<file path="src/rtl/mux_rd_pkg.sv">
package mux_rd_pkg;

  // control register layout; bit positions are software-visible
  localparam int CTL_W    = 8;
  localparam int HOLD_BIT = 0;
  localparam int LEN_LSB  = 1;
  localparam int LEN_W    = 5;
  localparam int POL_BIT  = 6;

  // number of core cycles the address latch enable is active
  localparam int ALE_CYC  = 2;

  typedef enum logic [2:0] {
    PH_IDLE,
    PH_SETUP,
    PH_LATCH,
    PH_GAP,
    PH_STROBE,
    PH_TAIL,
    PH_HOLD
  } phase_e;

  typedef struct packed {
    logic             ale_low;
    logic [LEN_W-1:0] len;
    logic             hold_en;
  } ctl_t;

endpackage

</file>
<file path="src/rtl/mux_rd_rstsync.sv">
module mux_rd_rstsync #(
  parameter int STAGES = 2
) (
  input  logic clk,
  input  logic rst_n,
  output logic rst_sync_n
);

  logic [STAGES-1:0] sync_q;

  always_ff @(posedge clk or negedge rst_n) begin
    if (!rst_n) begin
      sync_q <= '0;
    end else begin
      sync_q <= {sync_q[STAGES-2:0], 1'b1};
    end
  end

  assign rst_sync_n = sync_q[STAGES-1];

endmodule

</file>
<file path="src/rtl/mux_rd_ctlreg.sv">
module mux_rd_ctlreg
  import mux_rd_pkg::*;
(
  input  logic             clk,
  input  logic             rst_n,
  input  logic             we,
  input  logic [CTL_W-1:0] wdata,
  output ctl_t             ctl
);

  ctl_t ctl_q;
  ctl_t ctl_d;

  // next-state: unpack the written word into named fields
  always_comb begin
    ctl_d         = ctl_q;
    ctl_d.hold_en = wdata[HOLD_BIT];
    ctl_d.len     = wdata[LEN_LSB +: LEN_W];
    ctl_d.ale_low = wdata[POL_BIT];
  end

  always_ff @(posedge clk or negedge rst_n) begin
    if (!rst_n) begin
      ctl_q <= '0;
    end else if (we) begin
      ctl_q <= ctl_d;
    end
  end

  assign ctl = ctl_q;

endmodule

</file>
<file path="src/rtl/mux_rd_seq.sv">
module mux_rd_seq
  import mux_rd_pkg::*;
#(
  parameter int ADDR_W = 16,
  parameter int DATA_W = 8
) (
  input  logic              clk,
  input  logic              rst_n,
  input  logic              req_valid,
  input  logic [ADDR_W-1:0] req_addr,
  input  ctl_t              ctl,
  input  logic [DATA_W-1:0] ad_lo_i,
  output phase_e            phase,
  output logic [ADDR_W-1:0] addr,
  output logic [DATA_W-1:0] data,
  output logic              ready,
  output logic              done
);

  localparam logic [LEN_W-1:0] LATCH_LAST = LEN_W'(ALE_CYC - 1);
  localparam logic [LEN_W-1:0] LEN_MIN    = LEN_W'(1);

  phase_e            ph_q, ph_d;
  logic [LEN_W-1:0]  cnt_q, cnt_d;
  logic [LEN_W-1:0]  len_q;
  logic              hold_q;
  logic [ADDR_W-1:0] addr_q;
  logic [DATA_W-1:0] data_q;
  logic              done_q, done_d;

  logic              accept;
  logic              cap_en;
  logic [LEN_W-1:0]  len_eff;

  assign accept  = req_valid && (ph_q == PH_IDLE);
  assign len_eff = (ctl.len == '0) ? LEN_MIN : ctl.len;
  assign cap_en  = (ph_q == PH_STROBE) && (cnt_q == '0);

  // next-state logic
  always_comb begin
    ph_d   = ph_q;
    cnt_d  = cnt_q;
    done_d = 1'b0;
    unique case (ph_q)
      PH_IDLE: begin
        if (accept) ph_d = PH_SETUP;
      end
      PH_SETUP: begin
        ph_d  = PH_LATCH;
        cnt_d = LATCH_LAST;
      end
      PH_LATCH: begin
        if (cnt_q == '0) ph_d = PH_GAP;
        else             cnt_d = cnt_q - 1'b1;
      end
      PH_GAP: begin
        ph_d  = PH_STROBE;
        cnt_d = len_q - 1'b1;
      end
      PH_STROBE: begin
        if (cnt_q == '0) ph_d = PH_TAIL;
        else             cnt_d = cnt_q - 1'b1;
      end
      PH_TAIL: begin
        if (hold_q) begin
          ph_d = PH_HOLD;
        end else begin
          ph_d   = PH_IDLE;
          done_d = 1'b1;
        end
      end
      PH_HOLD: begin
        ph_d   = PH_IDLE;
        done_d = 1'b1;
      end
      default: ph_d = PH_IDLE;
    endcase
  end

  // state registers
  always_ff @(posedge clk or negedge rst_n) begin
    if (!rst_n) begin
      ph_q   <= PH_IDLE;
      cnt_q  <= '0;
      done_q <= 1'b0;
    end else begin
      ph_q   <= ph_d;
      cnt_q  <= cnt_d;
      done_q <= done_d;
    end
  end

  // request snapshot, enabled on acceptance
  always_ff @(posedge clk or negedge rst_n) begin
    if (!rst_n) begin
      addr_q <= '0;
      len_q  <= LEN_MIN;
      hold_q <= 1'b0;
    end else if (accept) begin
      addr_q <= req_addr;
      len_q  <= len_eff;
      hold_q <= ctl.hold_en;
    end
  end

  // data capture on the edge that ends the strobe
  always_ff @(posedge clk or negedge rst_n) begin
    if (!rst_n) begin
      data_q <= '0;
    end else if (cap_en) begin
      data_q <= ad_lo_i;
    end
  end

  assign phase = ph_q;
  assign addr  = addr_q;
  assign data  = data_q;
  assign ready = (ph_q == PH_IDLE);
  assign done  = done_q;

endmodule

</file>
<file path="src/rtl/mux_rd_pads.sv">
module mux_rd_pads
  import mux_rd_pkg::*;
#(
  parameter int ADDR_W = 16,
  parameter int DATA_W = 8
) (
  input  phase_e                   phase,
  input  logic [ADDR_W-1:0]        addr,
  input  logic                     ale_low,
  output logic                     ale_o,
  output logic                     rd_n_o,
  output logic                     wr_n_o,
  output logic [DATA_W-1:0]        ad_lo_o,
  output logic                     ad_lo_oe,
  output logic [ADDR_W-DATA_W-1:0] ad_hi_o,
  output logic                     ad_hi_oe
);

  logic ale_act;

  always_comb begin
    ale_act  = 1'b0;
    rd_n_o   = 1'b1;
    ad_lo_oe = 1'b0;
    ad_hi_oe = 1'b0;
    unique case (phase)
      PH_SETUP: begin
        ad_lo_oe = 1'b1;
        ad_hi_oe = 1'b1;
      end
      PH_LATCH: begin
        ale_act  = 1'b1;
        ad_lo_oe = 1'b1;
        ad_hi_oe = 1'b1;
      end
      PH_GAP, PH_TAIL, PH_HOLD: begin
        ad_hi_oe = 1'b1;
      end
      PH_STROBE: begin
        rd_n_o   = 1'b0;
        ad_hi_oe = 1'b1;
      end
      default: begin
        ale_act = 1'b0;
      end
    endcase
  end

  assign ale_o   = ale_act ^ ale_low;
  assign wr_n_o  = 1'b1;
  assign ad_lo_o = ad_lo_oe ? addr[DATA_W-1:0]      : '0;
  assign ad_hi_o = ad_hi_oe ? addr[ADDR_W-1:DATA_W] : '0;

endmodule

</file>
<file path="src/rtl/mux_rd_ctrl.sv">
module mux_rd_ctrl
  import mux_rd_pkg::*;
#(
  parameter int ADDR_W = 16,
  parameter int DATA_W = 8
) (
  input  logic                     clk,
  input  logic                     rst_n,
  input  logic                     req_valid,
  input  logic [ADDR_W-1:0]        req_addr,
  output logic                     req_ready,
  output logic                     done,
  output logic [DATA_W-1:0]        rd_data,
  input  logic                     ctl_we,
  input  logic [CTL_W-1:0]         ctl_wdata,
  output logic                     ale_o,
  output logic                     rd_n_o,
  output logic                     wr_n_o,
  output logic [DATA_W-1:0]        ad_lo_o,
  output logic                     ad_lo_oe,
  input  logic [DATA_W-1:0]        ad_lo_i,
  output logic [ADDR_W-DATA_W-1:0] ad_hi_o,
  output logic                     ad_hi_oe
);

  logic              rst_sync_n;
  ctl_t              ctl;
  phase_e            phase;
  logic [ADDR_W-1:0] addr_q;
  logic              ale_low_w;

  assign ale_low_w = ctl.ale_low;

  mux_rd_rstsync #(.STAGES(2)) u_rst (
    .clk        (clk),
    .rst_n      (rst_n),
    .rst_sync_n (rst_sync_n)
  );

  mux_rd_ctlreg u_ctl (
    .clk   (clk),
    .rst_n (rst_sync_n),
    .we    (ctl_we),
    .wdata (ctl_wdata),
    .ctl   (ctl)
  );

  mux_rd_seq #(.ADDR_W(ADDR_W), .DATA_W(DATA_W)) u_seq (
    .clk       (clk),
    .rst_n     (rst_sync_n),
    .req_valid (req_valid),
    .req_addr  (req_addr),
    .ctl       (ctl),
    .ad_lo_i   (ad_lo_i),
    .phase     (phase),
    .addr      (addr_q),
    .data      (rd_data),
    .ready     (req_ready),
    .done      (done)
  );

  mux_rd_pads #(.ADDR_W(ADDR_W), .DATA_W(DATA_W)) u_pads (
    .phase    (phase),
    .addr     (addr_q),
    .ale_low  (ale_low_w),
    .ale_o    (ale_o),
    .rd_n_o   (rd_n_o),
    .wr_n_o   (wr_n_o),
    .ad_lo_o  (ad_lo_o),
    .ad_lo_oe (ad_lo_oe),
    .ad_hi_o  (ad_hi_o),
    .ad_hi_oe (ad_hi_oe)
  );

endmodule

</file>
<file path="config.mk">
export PLATFORM = sky130hd
export DESIGN_NAME = mux_rd_ctrl
export DESIGN_NICKNAME = d
export VERILOG_FILES = /design/src/rtl/mux_rd_pkg.sv /design/src/rtl/mux_rd_rstsync.sv /design/src/rtl/mux_rd_ctlreg.sv /design/src/rtl/mux_rd_seq.sv /design/src/rtl/mux_rd_pads.sv /design/src/rtl/mux_rd_ctrl.sv
export SDC_FILE = /design/constraint.sdc
export NUM_CORES = 1
export LEC_CHECK = 0
export BUFFER_PORTS_ARGS = -buffer_cell sky130_fd_sc_hd__buf_2
export CAP_MARGIN = 40
export CORE_AREA = 3 3 73 75
export DETAILED_ROUTE_END_ITERATION = 8
export DIE_AREA = 0 0 76 78
export PLACE_DENSITY_LB_ADDON = 0.25
export SKIP_CTS_REPAIR_TIMING = 1
export SYNTH_ARGS = -nofsm -noshare
export SYNTH_HDL_FRONTEND = slang
export SYNTH_SLANG_ARGS = --single-unit
export TNS_END_PERCENT = 5
</file>
<file path="constraint.sdc">
create_clock -name clk -period 1.8 [get_ports clk]
set_input_delay 0.36 -clock clk [delete_from_list [all_inputs] [get_ports clk]]
set_output_delay 0.36 -clock clk [all_outputs]
set_load 0.02 [all_outputs]
</file>
## Word-level counts from Yosys, hierarchy flattened

Index checks and enable logic that the tools add are counted.

| word-level totals | value |
|---|---|
| output and inout port bits | 31 |
| word-level logic and storage cells | 51 |
| bits of input ports | 36 |
| register bits after elaboration | 48 |

| cells by class | value |
|---|---|
| bitwise operators | 1 |
| equality and inequality tests | 10 |
| muxes and demuxes | 16 |
| reduce and logical (&&, ||, !) cells | 11 |
| add/subtract/negate cells | 2 |

Operators with widths:

| operator | count |
|---|---|
| 3-bit case mux with 6 select lines | 1 |
| 8-bit 2-to-1 mux | 2 |
| 5-bit case mux with 3 select lines | 1 |
| 3-bit 2-to-1 mux | 4 |
| 5-bit logical NOT | 2 |
| 5-bit 2-to-1 mux | 2 |
| 5-bit by 1-bit subtractor with 5-bit output (second input constant) | 2 |
| 3-bit equality test (second input constant) | 3 |
| 3-bit by 2-bit equality test with 1-bit output (second input constant) | 2 |
| 2-bit inequality test (second input constant) | 3 |
| 6-bit OR reduction | 1 |
| 1-bit 2-to-1 mux | 5 |
| 2-bit OR reduction | 2 |
| 3-bit by 1-bit equality test with 1-bit output (second input constant) | 1 |
| 3-bit logical NOT | 1 |
| 3-bit AND reduction | 1 |
| 3-bit nonzero test | 1 |
| 1-bit logical AND | 2 |
| 2-bit by 1-bit inequality test with 1-bit output (second input constant) | 1 |
| 1-bit case mux with 2 select lines | 1 |
| 2-bit AND reduction | 1 |
| 1-bit bitwise XOR | 1 |

## Longest topological paths before layout

| depth | value |
|---|---|
| word-level depth | 4 |
| depth in mapped cells | 10 |

## Hierarchy

A second synthesis with hierarchy kept.

| second synthesis, totals | value |
|---|---|
| cell total of the unflattened synthesis | 195 |
| area, all modules | 2364.8 sq um |

By module, submodules not included:

| module | area each (sq um) | times used | sequential area each (sq um) | cells each |
|---|---|---|---|---|
| mux_rd_seq | 1815.5 | 1 | 977.2 | 148 |
| mux_rd_ctlreg | 291.5 | 1 | 175.2 | 15 |
| mux_rd_pads | 203.9 | 1 | 0.0 | 29 |
| mux_rd_rstsync | 53.8 | 1 | 50.0 | 3 |

## Least setup slack after synthesis

OpenSTA, ideal clock, no wires.

| path | value |
|---|---|
| path kind | register to register |
| start | register u_seq.ph_q[1], in the netlist u_seq.phase[1] |
| end | register u_seq.cnt_q[4] |
| buffers on the path | 2 |
| clock period less this slack | 2.131 ns |
| arrival time | 2.048 ns |
| stages on the path, launching flop included | 11 |
| path slack | -0.331 ns |
| cells stage by stage | dfrtp_1 -> buf_2 -> xnor2_1 -> or2_2 -> clkbuf_1 -> mux2i_1 -> ha_1 -> nor3b_1 -> xor2_1 -> mux2i_1 -> o22ai_1 |

| between the ends | value |
|---|---|
| longest elaborated chain between the ends | 4 |

Ends and longest elaborated chain:

| element | RTL line | source |
|---|---|---|
| start: declaration | mux_rd_seq.sv:23 | `phase_e ph_q, ph_d;` |
| start signal: assignment | mux_rd_seq.sv:87 | `ph_q <= ph_d;` |
| 3-bit equality test / 3-bit by 2-bit equality test with 1-bit output (equally long branches) | mux_rd_seq.sv:44 | `unique case (ph_q)` |
| 2-bit OR reduction (no source line) | -- |  |
| 2-bit inequality test (no source line) / 3-bit nonzero test (equally long branches) | -- |  |
| 2-bit AND reduction (no source line) | -- |  |
| end signal: assignment | mux_rd_seq.sv:88 | `cnt_q <= cnt_d;` |
| end: declaration | mux_rd_seq.sv:24 | `logic [LEN_W-1:0] cnt_q, cnt_d;` |

Several ways; a longest one is shown, not always the timed one.
A chain may end at the register's enable or synchronous reset.

## Worst setup path after layout

| path | value |
|---|---|
| start | register u_seq.ph_q[2], in the netlist u_seq.phase[2] |
| end | register u_seq.cnt_q[1] |

The elaborated chain is that of the path after synthesis.

==> run metrics <==
DIE AREA 5930 µm²; post-DR wirelength/cell 15.0 µm; WL final about 5.4 mm; status complete, but fails checks; met1 usage between 20 and 25%; hold depth 2; Placed Instances 343; post-synthesis sequential area ratio between 50% and 60%; die height about 78 µm; TritonCTS Buffers 5; fin area 3330 µm²; reg2reg path depth 9; Port Buffers between 60 and 70; fmax 484 MHz; pre-CTS setup slack -70.4 ps; Pwr per Cell Area 1940 nW/µm²; Worst Skew 6.21 ps; Worst Tran Pin Value around 560 ps; initial antenna violation count 0; Setup Viol. Count Final 22; failing checks setup timing; Die Wd 76 µm; Fillers 337; Hold Slack 285 ps; top cells by area, synth dfrtp_1 (51%), mux2_2 (17%), and2_1 (4.6%), nor2_1 (1.6%), buf_2 (1.5%); Post-Syn Instances 196; total gr overflow 0; worst setup margin -267 ps; Worst Path Arrival around 2300 ps; crit start category flip-flop; dpl cell area 2910 µm²; cell taking the most area after synthesis dfrtp_1; fin crit period 2070 ps; Residual DRC 0; routed vias 1869; clk buf depth 2; Peak supply drop 1180 µV; Post-synth EDFFs 0; Hold Path End u_seq.data[6]; RSZ-0062 raised after global routing yes; total track usage 17.7%; Worst slew margin 62.3%; initial core utilization 49.1%; CTS root buf clkbuf_8; syn avg cell area 11.8 µm²; CTS H-Tree Depth 2; fin cells 360; max-slew violations 0; GPL Wtd Cong a little over 0.8; r2r startpoint u_seq.phase[2]; max cap viols 0; vias in the first global route 1894; Sink Count 48; layout net count 329; Yosys top cell area share around half; Core ar. 4720 µm²; CP max FO 3; TritonCTS clock tree done; WS Path Type flip-flop to flip-flop; CP endpoint kind flip-flop; global-route wire length before repair 8.58 mm; gr busiest metal met2; Primary FF master, synth dfrtp_1; Layout area overhead 43.6%; GR Util met2 30.1%; hpwl dp 3.71 mm; Iter 0 DRT Violations 145; period utilisation layout 115%; vias per cell 5.19; Syn. warnings 0; #FFs+latches synth 48; met3 usage in global routing 3.02%; ANT cells 0; R2R setup slack -270 ps; Clock Pin Slew Worst Setup and Hold Paths 90 ps; Setup TNS -4510 ps; Syn Std Cell Area 2320 µm²; ys async rst share 100%; Antenna Nets Post-Route 0; leak pwr 1.56 nW; FP Rows 25; Ports 67; clock network latency to the later pin of the worst-skew pair 300 ps; RR Endpoint u_seq.cnt_q[1]; final hold vios 0; layout cell share with drive strength beyond 1 60.4%; largest net degree at the start of global routing 47; CP Data Required Time 1980 ps; hold_sp ad_lo_i[6]; HP Class input port to flip-flop; Yosys cell types 44; first drt pass iteration count 4
-- metal layers --
layer	wire length (µm)	part of all wire, %	vias up
met1	2400	44	929
met3	283	5.2	6
li1	-	-	880
met5	0	0	-
met4	47	0.87	0
met2	2670	49	54
-- through the flow --
stage	power (mW)	util (%)
4_1_cts	5.56	63.8
3_3_place_gp	4.78	61.7
3_5_place_dp	4.86	61.7
2_1_floorplan	3.84	-
6_report	6.44	70.5
5_1_grt	6.85	70.5
-- registers in the layout, summed over array words and instances, names as in the netlist --
| name | flops |
|---|---|
| u_rst.sync_q | 2 |
| u_seq.cnt_q | 5 |
| u_seq.done | 1 |
| u_seq.data | 8 |
| u_ctl.ctl | 7 |
| u_seq.addr | 16 |
| u_seq.phase | 3 |
| u_seq.hold_q | 1 |
| u_seq.len_q | 5 |
-- placed cells by master, fill, tap and decap left out, types with 2 or more instances in the layout --
cell	n
nand2b_4	2
a21oi_4	2
nor2_2	3
and2_4	8
o31ai_1	3
nand2_1	4
buf_4	37
conb_1	2
buf_6	15
buf_8	2
clkinvlp_4	2
o21ai_0	5
xor2_1	2
a21oi_1	3
mux2_2	36
nor3_1	3
clkbuf_8	6
and2_1	9
inv_1	4
dfrtp_2	2
nand2b_1	4
dfrtp_1	45
a22oi_1	2
o22ai_1	5
nor2_1	7
mux2i_1	2
buf_2	44
-- cell families after synthesis --
group | share of synthesized area [%]
and+or+nand+nor | 13.8
DFF | 51.9
muxes | 18.8
AOI/OAI and AO/OA | 9.77
buffers and inverters | 3.46
xor gates and xnor gates | 1.13
adders and majority gates | 0.972
other | 0.162
-- how the worst max path moves through the flow --
stage | depth (start not counted) | start | to
2_1_floorplan | 10 | u_seq.phase[2] | u_seq.cnt_q[1]
5_1_grt | 9 | u_seq.phase[2] | u_seq.cnt_q[1]
6_report | 9 | u_seq.phase[2] | u_seq.cnt_q[1]
3_5_place_dp | 8 | u_seq.phase[2] | u_seq.cnt_q[1]
3_3_place_gp | 8 | u_seq.phase[2] | u_seq.cnt_q[1]
4_1_cts | 7 | u_seq.phase[1] | ad_hi_o[4]
-- area by class of cell --
cell class                      count  area, µm²  share of cell area (%)
Sequential cell                    48       1200                    36.2
Multi-Input combinational cell    132       1190                    35.9
Timing Repair Buffer              100        727                    21.8
Tap cell                           67       83.8                    2.52
Clock buffer                        6       82.6                    2.48
Inverter                            5       21.3                   0.639
Clock inverter                      2       15.0                   0.451
-- synthesized netlist by cell type, types with 5 or more instances --
master     n
inv_1      5
mux2_2    36
buf_2      7
nand2b_1   5
nand2_1    5
o21ai_0    6
dfrtp_1   47
o22ai_1    5
a21oi_1    5
and2_1    17
nor2_1    10
-- power breakdown --
part           switching, mW  internal, mW
Sequential             0.309          1.52
Clock                  0.363         0.311
Combinational           1.82          2.12
-- critical path: stages, from the launching register on --
cell,delay (ps)
dfrtp_1,430
buf_6,150
xnor2_4,130
or2_4,280
mux2i_4,200
ha_4,290
nor2b_1,50
o21ai_1,90
a211oi_2,80
a221o_1,260
No activity file was read; power rests on OpenSTA's default activity.
